**config.mk**
```make
export PLATFORM = sky130hd
export DESIGN_NAME = tick_wdog_timer
export DESIGN_NICKNAME = d
export VERILOG_FILES = /design/src/rtl/tmr_pkg.sv /design/src/rtl/tmr_ctrl_reg.sv /design/src/rtl/tmr_prescale.sv /design/src/rtl/tmr_count_core.sv /design/src/rtl/tick_wdog_timer.sv
export SDC_FILE = /design/constraint.sdc
export NUM_CORES = 1
export LEC_CHECK = 0
export CORE_MARGIN = 5
export CORE_UTILIZATION = 58
export DETAILED_ROUTE_END_ITERATION = 12
export GPL_TIMING_DRIVEN = 0
export PLACE_DENSITY = 0.82
export SYNTH_ARGS = -nofsm -noshare
export SYNTH_HDL_FRONTEND = slang
export SYNTH_HIERARCHICAL = 1
export SYNTH_SLANG_ARGS = --single-unit
```
**constraint.sdc**
```tcl
create_clock -name clk -period 3.8 [get_ports clk]
set_input_delay 0.95 -clock clk [delete_from_list [all_inputs] [get_ports clk]]
set_output_delay 0.95 -clock clk [all_outputs]
set_load 0.005 [all_outputs]
```
**src/rtl/tmr_pkg.sv**
```systemverilog
package tmr_pkg;

  localparam logic [1:0] ADDR_LOAD  = 2'd0;
  localparam logic [1:0] ADDR_COUNT = 2'd1;
  localparam logic [1:0] ADDR_CTRL  = 2'd2;
  localparam logic [1:0] ADDR_CLEAR = 2'd3;

  // writable control bits: 8:5 and 3:0
  localparam logic [15:0] CTRL_WMASK = 16'h01EF;

  typedef struct packed {
    logic       dir_up;
    logic       run_en;
    logic       periodic;
    logic       wdog;
    logic [1:0] psel;
    logic       wd_irq;
    logic       pd_hold;
  } tmr_cfg_t;

  function automatic tmr_cfg_t decode_ctrl(input logic [15:0] c);
    tmr_cfg_t f;
    f.dir_up   = c[8];
    f.run_en   = c[7];
    f.periodic = c[6];
    f.wdog     = c[5];
    f.psel     = c[3:2];
    f.wd_irq   = c[1];
    f.pd_hold  = c[0];
    return f;
  endfunction

endpackage

```
**src/rtl/tmr_ctrl_reg.sv**
```systemverilog
module tmr_ctrl_reg
  import tmr_pkg::*;
(
  input  logic        clk,
  input  logic        rst_n,
  input  logic        wr_ctrl,
  input  logic [15:0] wr_data,
  output logic [15:0] ctrl_q
);

  logic locked;
  assign locked = ctrl_q[5];

  always_ff @(posedge clk) begin
    if (!rst_n)
      ctrl_q <= '0;
    else if (wr_ctrl && !locked)
      ctrl_q <= wr_data & CTRL_WMASK;
  end

endmodule

```
**src/rtl/tmr_prescale.sv**
```systemverilog
module tmr_prescale #(
  parameter int SH_MID = 4,
  parameter int SH_MAX = 8
) (
  input  logic       clk,
  input  logic       rst_n,
  input  logic       tick,
  input  logic       run,
  input  logic       restart,
  input  logic [1:0] psel,
  output logic       step
);

  localparam int DIV_W = SH_MAX;

  logic [DIV_W-1:0] pcnt_q;
  logic [DIV_W-1:0] limit;

  always_comb begin
    case (psel)
      2'b01:   limit = DIV_W'((1 << SH_MID) - 1);
      2'b10:   limit = DIV_W'((1 << SH_MAX) - 1);
      default: limit = '0;
    endcase
  end

  assign step = tick && run && (pcnt_q == limit);

  always_ff @(posedge clk) begin
    if (!rst_n)
      pcnt_q <= '0;
    else if (restart)
      pcnt_q <= '0;
    else if (tick && run)
      pcnt_q <= step ? '0 : pcnt_q + DIV_W'(1);
  end

endmodule

```
**src/rtl/tmr_count_core.sv**
```systemverilog
module tmr_count_core #(
  parameter int W = 16
) (
  input  logic         clk,
  input  logic         rst_n,
  input  logic         step,
  input  logic         dir_up,
  input  logic         periodic,
  input  logic         wdog,
  input  logic         wd_irq,
  input  logic         load_wr,
  input  logic         clear_wr,
  input  logic [W-1:0] wr_data,
  output logic [W-1:0] load_q,
  output logic [W-1:0] cnt_q,
  output logic         irq,
  output logic         rst_req
);

  localparam logic [W-1:0] ALL_ONES = '1;

  logic         down;
  logic         reload;
  logic [W-1:0] terminal;
  logic         expire;
  logic [W-1:0] cnt_d;

  assign down     = wdog || !dir_up;
  assign reload   = wdog || periodic;
  assign terminal = down ? '0 : ALL_ONES;
  assign expire   = step && (cnt_q == terminal);

  always_comb begin
    cnt_d = cnt_q;
    if (load_wr)
      cnt_d = wr_data;
    else if (clear_wr && wdog)
      cnt_d = load_q;
    else if (expire)
      cnt_d = reload ? load_q : (down ? ALL_ONES : '0);
    else if (step)
      cnt_d = down ? cnt_q - W'(1) : cnt_q + W'(1);
  end

  always_ff @(posedge clk) begin
    if (!rst_n) begin
      load_q  <= '0;
      cnt_q   <= '0;
      irq     <= 1'b0;
      rst_req <= 1'b0;
    end else begin
      if (load_wr)
        load_q <= wr_data;
      cnt_q   <= cnt_d;
      rst_req <= expire && wdog && !wd_irq;
      if (expire && !(wdog && !wd_irq))
        irq <= 1'b1;
      else if (clear_wr)
        irq <= 1'b0;
    end
  end

endmodule

```
**src/rtl/tick_wdog_timer.sv**
```systemverilog
module tick_wdog_timer
  import tmr_pkg::*;
#(
  parameter int W      = 16,
  parameter int SH_MID = 4,
  parameter int SH_MAX = 8
) (
  input  logic         clk,
  input  logic         rst_n,
  input  logic         tick_en,
  input  logic         pd_req,
  input  logic         wr_en,
  input  logic [1:0]   wr_addr,
  input  logic [W-1:0] wr_data,
  input  logic [1:0]   rd_addr,
  output logic [W-1:0] rd_data,
  output logic         irq,
  output logic         rst_req
);

  logic [15:0]  ctrl_q;
  tmr_cfg_t     cfg;
  logic [W-1:0] load_q;
  logic [W-1:0] cnt_q;
  logic         wr_ctrl, wr_load, wr_clear;
  logic         run, step, ps_restart;

  assign cfg      = decode_ctrl(ctrl_q);
  assign wr_ctrl  = wr_en && (wr_addr == ADDR_CTRL);
  assign wr_load  = wr_en && (wr_addr == ADDR_LOAD);
  assign wr_clear = wr_en && (wr_addr == ADDR_CLEAR);

  assign run        = cfg.run_en && !(cfg.pd_hold && pd_req);
  assign ps_restart = wr_ctrl || wr_load || (wr_clear && cfg.wdog);

  tmr_ctrl_reg u_ctrl (
    .clk     (clk),
    .rst_n   (rst_n),
    .wr_ctrl (wr_ctrl),
    .wr_data (wr_data[15:0]),
    .ctrl_q  (ctrl_q)
  );

  tmr_prescale #(.SH_MID(SH_MID), .SH_MAX(SH_MAX)) u_ps (
    .clk     (clk),
    .rst_n   (rst_n),
    .tick    (tick_en),
    .run     (run),
    .restart (ps_restart),
    .psel    (cfg.psel),
    .step    (step)
  );

  tmr_count_core #(.W(W)) u_core (
    .clk      (clk),
    .rst_n    (rst_n),
    .step     (step),
    .dir_up   (cfg.dir_up),
    .periodic (cfg.periodic),
    .wdog     (cfg.wdog),
    .wd_irq   (cfg.wd_irq),
    .load_wr  (wr_load),
    .clear_wr (wr_clear),
    .wr_data  (wr_data),
    .load_q   (load_q),
    .cnt_q    (cnt_q),
    .irq      (irq),
    .rst_req  (rst_req)
  );

  always_comb begin
    case (rd_addr)
      ADDR_LOAD:  rd_data = load_q;
      ADDR_COUNT: rd_data = cnt_q;
      ADDR_CTRL:  rd_data = W'(ctrl_q);
      default:    rd_data = '0;
    endcase
  end

endmodule

```
Word-level counts from Yosys, hierarchy flattened
Cells that the tools add are included.

Bits in writable memories: 0. Bits in read-only memories: 0. Register bits after elaboration: 50. Latch bits: 0. Logic and storage cells: 59. Memories: 0.

Reductions and logical operators: 28. Bitwise logic cells: 1. Mux-type cells: 13. Add/subtract/negate cells: 3. Shift operators: 0. Div/mod/pow operators: 0. $lt $le $gt $ge: 0. Equality and inequality tests: 8. Multipliers: 0.

Operators with widths (number): $mux W16 (8); $pmux W16 S3 (1); $add A16 B1 Y16 const B (1); $eq A16 B16 Y1 (1); $pmux W8 S2 (1); $sub A16 B1 Y16 const B (1); $logic_and A1 B1 Y1 (14); $add A8 B1 Y8 const B (1); $eq A2 B2 Y1 const B (4); $eq A8 B8 Y1 (1); $mux W8 (1); $logic_not A1 Y1 (5); $eq A2 B1 Y1 const B (2); $logic_not A2 Y1 (2); $logic_or A1 B1 Y1 (4); $reduce_bool A4 Y1 (1); $mux W1 (2); $reduce_bool A2 Y1 (1); $reduce_or A2 Y1 (1); $not A1 Y1 (1).

Logic depth before layout (Yosys ltp)
Gate-level depths: netlist of run 1.

Depth in word-level cells: 9. Mapped depth: 14.

Hierarchy
The synthesis of run 1 kept the hierarchy.

Modules (own cells, without submodules): tmr_count_core (sequential area each 680.7 um^2, times used 1, cells each 356, area each 2725.1 um^2); tmr_prescale (sequential area each 160.2 um^2, times used 1, cells each 56, area each 457.9 um^2); tick_wdog_timer (sequential area each 0.0 um^2, times used 1, cells each 45, area each 422.9 um^2); tmr_ctrl_reg (sequential area each 160.2 um^2, times used 1, cells each 43, area each 386.6 um^2).

Least setup slack after synthesis of run 1
OpenSTA, ideal clock, no wires.

Kind: in2reg. Start: input port pd_req. End: register u_core.cnt_q[8]. Required time: 3.699 ns. Cell stages on the path: 11. Buffers on the path: 1. Arrival: 2.884 ns. Setup slack: 0.815 ns. Cells stage by stage: a21boi_0 > nand2_1 > nor4_2 > o22a_2 > buf_6 > nand4_1 > nor4_2 > nand2_2 > nor4_1 > o221ai_1 > o41ai_1.

Word-level cells in the longest chain between the ends: 9. Elaborated cells on any way between the ends: 10.

Ends and longest elaborated chain: start, declared (RTL line tick_wdog_timer.sv:11) `input logic pd_req,`; $logic_and A1 B1 Y1 (*) (RTL line tick_wdog_timer.sv:33) `assign run = cfg.run_en && !(cfg.pd_hold && pd_req);`; $logic_not A1 Y1 (*) (RTL line tick_wdog_timer.sv:33); $logic_and A1 B1 Y1 (*) (RTL line tick_wdog_timer.sv:33); $logic_and A1 B1 Y1 (*) (2 in series) (RTL line tmr_prescale.sv:27) `assign step = tick && run && (pcnt_q == limit);`; net step (RTL line tick_wdog_timer.sv:26) `logic run, step, ps_restart;`; $logic_and A1 B1 Y1 (RTL line tmr_count_core.sv:31) `assign expire = step && (cnt_q == terminal);`; $mux W16 (RTL line tmr_count_core.sv:39) `else if (expire)`; $mux W16 (RTL line tmr_count_core.sv:37) `else if (clear_wr && wdog)`; $mux W16 (RTL line tmr_count_core.sv:35) `if (load_wr)`; end signal, assigned (RTL line tmr_count_core.sv:54) `cnt_q <= cnt_d;`; end, declared (RTL line tmr_count_core.sv:15) `output logic [W-1:0] cnt_q,`.

The timed path passes the listed nets; every way through them passes the cells marked *. A chain may end at the register's enable or synchronous reset.

Worst setup path after layout of run 1
Start: input port pd_req. End: register u_core.cnt_q[2].

Word-level cells in the longest chain between the ends: 9. Elaborated cells on any way between the ends: 10.

Ends and longest elaborated chain (RTL line): $logic_and A1 B1 Y1 (*) (tick_wdog_timer.sv:33); $logic_not A1 Y1 (*) (tick_wdog_timer.sv:33); $logic_and A1 B1 Y1 (*) (tick_wdog_timer.sv:33); net run (tick_wdog_timer.sv:26); $logic_and A1 B1 Y1 (*) (2 in series) (tmr_prescale.sv:27); net step (tick_wdog_timer.sv:26); $logic_and A1 B1 Y1 (tmr_count_core.sv:31); $mux W16 (tmr_count_core.sv:39); $mux W16 (tmr_count_core.sv:37); $mux W16 (tmr_count_core.sv:35).

Marks and branches as above.

==> flow_metrics.tcl, run 1 <==
set metrics [dict create \
    rsz0062_at_grt "false" \
    min_path_type "reg2reg" \
    sw_frac_of_total 0.3572 \
    async_flop_share 0 \
    synthFlopType "dfxtp_1" \
    start_kind "input port" \
    power_frac_comb 0.363 \
    synth_largest_area_cell "dfxtp_1" \
    fin_util 0.6869 \
    antenna_cells 0 \
    die_h_um 92.97 \
    rows 30 \
    cts_tree "yes" \
    start_util 0.5909 \
    slowest_stage "clkdlybuf4s50_1" \
    synthCells 500 \
    nNetsFinal 604 \
    worstSetupPathType "in2reg" \
    placeableCoreArea_sq_mm 0.006756 \
    drive_above_1_share 0.09498 \
    synth_top_area_frac 0.2507 \
    drcViolationCount 0 \
    power.internal_mw 0.9335 \
    vias 4118 \
    p_leak_nw 1.817 \
    clock-root-buffer "clkbuf_8" \
    p_seq_frac 0.399 \
    dieArea_sq_mm 0.008643 \
    hold_start "u_ctrl/ctrl_q[2]" \
    cts_buffer_depth 2 \
    vias_per_cell 6.455 \
    cp_cell_sequence "clkdlybuf4s50_1 > a21boi_0 > nand2_1 > nor4_2 > o22a_2 > buf_6 > nand4_1 > nor4_2 > nand2_2 > buf_4 > a311oi_2 > o21ai_1 > a31oi_1" \
    gp_congestion 0.9793 \
    synth_warnings 6 \
    period_needed_ns 3.593 \
    grt_max_degree 23 \
    final_max_slew_viol_count 0 \
    cp-startpoint "pd_req" \
    slowest_delay_ns 0.39 \
    placed_cell_area_sq_mm 0.004519 \
    power_mw 1.452 \
    status "complete, no violations" \
    overflow 0 \
    final_area_sq_mm 0.004641 \
    cts.sinks 50 \
    routed_wl_um 12660 \
    dieWidth_um 92.97 \
    syn-mean-instance-area_sq_um 7.985 \
    yosysSeqAreaShare 0.2507 \
    antenna_found_initial 0 \
    end_kind "register" \
    portBuffers 40 \
    ys_ff_latch 50 \
    yosysUniqueCellTypes 68 \
    wl_per_cell_um 19.84 \
    drtAntennaViolNets 0 \
    htree_levels 2 \
    drtPass1Iterations 6 \
    p_clk_frac 0.238 \
    multi_input_area_sq_mm 0.002709 \
    max_clock_freq_ghz 0.2783 \
    synth_area_sq_mm 0.003993 \
    path_clk_slew_ns 0.09 \
    place_ws_ns -0.02138 \
    crit_fanout 15 \
    timing.hold.ws_ns 0.4926 \
    fin_skew_ns 0.008920 \
    required_ns 4.04 \
    slew_headroom 0.5093 \
    power_density_mw_per_mm2 312.9 \
    first_global_vias 3857 \
    hold_viol_final 0 \
    cp_common_cell "nor4_2" \
    seqCellArea_sq_mm 0.001001 \
    r2r-start "u_ctrl/ctrl_q[7]" \
    global_route.usage.total 0.2931 \
    setup_viol 0 \
    grt_pass1_wl_um 19910 \
    net-switching-power_mw 0.5187 \
    drt_first_iter_violations 562 \
    num_io_pins 43 \
    synth_edf_count 0 \
    tightest_slew_ns 0.7360 \
    synthTopCellsByArea "dfxtp_1 (25%), mux2i_1 (8.0%), ha_1 (6.6%)" \
    irDropWorstVdd_mv 0.1538 \
    fill_cells 557 \
    area_growth_pct 16.23 \
    final_critical_path_setup_slack_ns 0.2066 \
    place_hpwl_um 9402 \
    cap_violations 0 \
    cts_hold_buf 0 \
    clock_latency_ns 0.31 \
    cts_buffers 5 \
    cp.arrival_ns 3.83 \
    period_share 0.9456 \
]
==> power groups by stage <==
stage / clock network (mW) / logic (mW) / registers [mW]
after detailed placement: 0 / 0.509 / 0.591
after floorplan: 0 / 0.366 / 0.577
after global placement: 0 / 0.496 / 0.590
after global routing: 0.368 / 0.570 / 0.583
final: 0.346 / 0.526 / 0.580
after CTS: 0.350 / 0.511 / 0.578
==> routing by layer <==
layer  global-route usage  up-vias  wire length [um]
met2               0.4517      253              5726
met3              0.06356       47              1178
met1               0.3946     1900              5343
met5                    0        -                 0
li1                     -     1918                 -
met4               0.1258        0               410
==> sequential cells by signal, indices dropped and copies added, names as in the netlist <==
signal	flops
u_ctrl/ctrl_q	8
u_core/rst_req	1
u_core/cnt_q	16
u_core/irq	1
u_core/load_q	16
u_ps/pcnt_q	8
==> kinds of logic (layout without fill, tap and decap cells) <==
kind of cell | Yosys count | in the layout | share of synthesized area
AO/OA/AOI/OAI | 142 | 142 | 0.2444
XOR/XNOR | 13 | 13 | 0.02852
adder cells (fa/ha/maj) | 22 | 22 | 0.07082
buffers and inverters | 46 | 97 | 0.07740
flip-flops | 50 | 50 | 0.2507
multiplexers | 34 | 34 | 0.08681
other | 1 | 8 | 0.0009392
AND/OR/NAND/NOR | 192 | 192 | 0.2404
==> layout make-up <==
class                      instances  share of cell area
timing repair buffer              43             0.09113
clock buffer                       6             0.01779
buffer                            38             0.06012
sequential                        50              0.2157
inverter                           8            0.006471
multi-input combinational        411              0.5837
tap                               80             0.02157
clock inverter                     2            0.003505
==> synth_stat cells (12+ instances only) <==
library cell and n:
a21boi_0 13, a21oi_1 24, dfxtp_1 50, ha_1 21
mux2i_1 32, nand2_1 68, nand3_1 12, nor2_1 30
nor2b_1 12, nor3_1 22, o21ai_0 39, o2bb2ai_1 16
==> cell usage in the layout (no fill, tap or decap), types with 5 or more instances in the layout <==
| cell | instances |
|---|---|
| buf_4 | 12 |
| xor2_1 | 6 |
| or3_1 | 9 |
| buf_2 | 5 |
| o211ai_1 | 5 |
| nand3_1 | 12 |
| a21boi_0 | 13 |
| ha_1 | 21 |
| conb_1 | 8 |
| a31oi_1 | 10 |
| nand2b_1 | 6 |
| xnor2_1 | 7 |
| clkdlybuf4s50_1 | 40 |
| o2bb2ai_1 | 16 |
| clkbuf_8 | 8 |
| and2_1 | 5 |
| nand4_1 | 8 |
| buf_6 | 7 |
| o21ai_0 | 39 |
| inv_1 | 7 |
| mux2i_1 | 32 |
| dfxtp_1 | 50 |
| nand2_1 | 68 |
| nor2_1 | 30 |
| a21oi_1 | 24 |
| nor3_1 | 22 |
| clkbuf_1 | 11 |
| nor2b_1 | 12 |
==> stage by stage <==
stage | cells | setup TNS, ns
floorplan | 507 | 0
global placement | 627 | -0.009391
detailed placement | 627 | -0.02326
CTS | 635 | 0
global route | 638 | 0
finish | 638 | 0
==> worst max-delay path: cells and delay by family <==
family                 cells  cell delay [ns]
and+or+nand+nor            5             1.13
AOI/OAI and AO/OA          5             0.97
buffers and inverters      3             0.76
==> what timing repair did <==
| item | 4_1_cts | 5_1_grt |
|---|---|---|
| setup endpoints to repair | 0 | 1 |
| buffers inserted | 0 | 3 |
| resized for setup | 0 | 0 |
==> final timing paths <==
check,to,slack (ns),cells past startpoint
max,u_core/cnt_q[2],0.21,13
min reg2reg,u_ctrl/ctrl_q[2],0.49,2
max reg2reg,u_core/cnt_q[2],0.83,12
min,u_ctrl/ctrl_q[2],0.49,2
No activity file was read; power rests on OpenSTA's default activity.
==> run 2: changes to the inputs <==
CORE_UTILIZATION = 30   (was 58)
PLACE_DENSITY = not set   (was 0.82)
==> run 2 against run 1 <==
- core utilization shrank 32 points
- sequential share of layout area down 0.66 points
- power grew 7.1%
- sequential power is essentially flat
- sequential cell count is the same
- via count fell by 4.1%
- worst setup slack better by 0.042 ns
- critical endpoint is now u_core/cnt_q[9]
- register-to-register slack got worse by 0.11 ns
- critical path depth is 1 lower
- hold slack worse by 0.012 ns
==> flow_metrics.tcl, run 2 (synthesized netlist as in run 1, its figures left out) <==
set metrics [dict create \
    status "complete, no violations" \
    gp_congestion 0.9442 \
    start_util 0.3039 \
    final_max_slew_viol_count 0 \
    clock-root-buffer "clkbuf_16" \
    portBuffers 40 \
    fin_skew_ns 0.009534 \
    cts_tree "yes" \
    slew_headroom 0.4991 \
    dieWidth_um 125.4 \
    final_cell_mix "nand2_1 (68), dfxtp_1 (50), clkdlybuf4s50_1 (40)" \
    cp.arrival_ns 3.77 \
    min_path_type "reg2reg" \
    htree_levels 2 \
    regToRegSetupSlack_ns 0.72 \
    num_io_pins 43 \
    wl_per_cell_um 18.28 \
    multi_input_area_sq_mm 0.002709 \
    setup_viol 0 \
    postCtsSetupRepairBufs 0 \
    hold_viol_final 0 \
    routed_wl_um 13370 \
    final_common_cell "nand2_1" \
    placeableCoreArea_sq_mm 0.01314 \
    r2r-start "u_ctrl/ctrl_q[5]" \
    clock_latency_ns 0.30 \
    fill_cells 1393 \
    area_growth_pct 19.90 \
    place_hpwl_um 9910 \
    grt_pass1_wl_um 21580 \
    place_ws_ns -0.2610 \
    irDropWorstVdd_mv 0.1808 \
    crit_fanout 15 \
    required_ns 4.02 \
    rsz0062_at_grt "false" \
    first_global_vias 3882 \
    period_needed_ns 3.551 \
    cap_violations 0 \
    grt_max_degree 23 \
    power_mw 1.555 \
    drtAntennaViolNets 0 \
    r2r-end "u_core/cnt_q[13]" \
    drtPass1Iterations 5 \
    global_route.usage.total 0.1694 \
    hold_path_end "u_ctrl/ctrl_q[7]" \
    p_leak_nw 1.831 \
    final_critical_path_setup_slack_ns 0.2489 \
    overflow 0 \
    cts.sinks 50 \
    end_kind "register" \
    worstSetupPathType "in2reg" \
    tightest_slew_ns 0.7514 \
    cts_buffer_depth 2 \
    dieArea_sq_mm 0.01572 \
    top_regs "u_core/cnt_q (16), u_core/load_q (16)" \
    power_density_mw_per_mm2 324.9 \
    hold_depth 2 \
    die_h_um 125.4 \
    antenna_found_initial 0 \
    vias_per_cell 5.404 \
    rows 42 \
    hold_start "u_ctrl/ctrl_q[7]" \
    setup_tns_ns 0 \
    ff2ff_path_depth 8 \
    antenna_cells 0 \
    period_share 0.9345 \
    drcViolationCount 0 \
    path_clk_slew_ns 0.07 \
    drt_first_iter_violations 320 \
    seqCellArea_sq_mm 0.001001 \
    max_clock_freq_ghz 0.2816 \
    start_kind "input port" \
    drive_above_1_share 0.09189 \
    cts_buffers 5 \
    nNetsFinal 601 \
    vias 3950 \
]
run 2: cell types whose count changed in the layout (fill, tap and decap cells not counted), sizes merged:
cell,delta
clkinv,+2
inv,-1
clkbuf,-1
buf,-3
run 2: per-stage QoR:
stage / hold slack (ns) / cell area, sq um / std cells / utilization
2_1_floorplan: 0.4436 / 4019 / 507 / -
3_3_place_gp: 0.4567 / 4639 / 723 / 0.3531
3_5_place_dp: 0.4713 / 4639 / 723 / 0.3531
4_1_cts: 0.4806 / 4786 / 731 / 0.3643
5_1_grt: 0.5015 / 4787 / 731 / 0.3644
6_report: 0.4808 / 4787 / 731 / 0.3644
run 2: per-layer routing:
layer	track usage	wire, um
met1	0.2141	5693
met2	0.2895	6383
met3	0.03753	1009
met4	0.04974	278
met5	0	0
run 2: worst max-delay path by stage:
stage          startpoint                to  slack [ns]  cells after the start
3_3_place_gp       pd_req  u_core/cnt_q[11]       -0.18                     12
5_1_grt            pd_req   u_core/cnt_q[9]        0.03                     12
4_1_cts            pd_req  u_core/cnt_q[11]        0.05                     12
3_5_place_dp       pd_req  u_core/cnt_q[11]       -0.26                     12
2_1_floorplan      pd_req   u_core/cnt_q[8]        0.82                     11
6_report           pd_req   u_core/cnt_q[9]        0.25                     12
run 2: power breakdown:
group          leakage, nW  switching [mW]  internal, mW
Combinational         1.35           0.286         0.234
Clock               0.0698           0.213         0.245
Sequential           0.407          0.0297         0.548
run 2: layout make-up:
cell class	instances	area share
plain buffers	38	0.05855
clock buffers	5	0.02614
clock inverters	3	0.004443
inverters	8	0.006273
multi-input cells	411	0.5659
flip-flops and latches	50	0.2091
well taps	176	0.04600
repair buffers	40	0.08364
run 2: worst max-delay path, cell delays in order:
cell and delay [ns]:
clkdlybuf4s50_1 0.40, a21boi_1 0.25, nand2_1 0.17, nor4_2 0.25, o22a_2 0.19, buf_6 0.18
nand4_1 0.12, nor4_2 0.35, nand2_2 0.24, nor2_1 0.28, o21ai_0 0.17, a41oi_1 0.23
run 2: what timing repair did:
item,CTS,global route
hold buffers,0,0
endpoints found under the setup margin,0,5
resized for setup,0,3
==> run 3: changes to the inputs <==
CAP_MARGIN = 0   (was not set)
==> results of run 3 <==
Same layout as run 2: the final DEF is identical, and so are final timing and power.
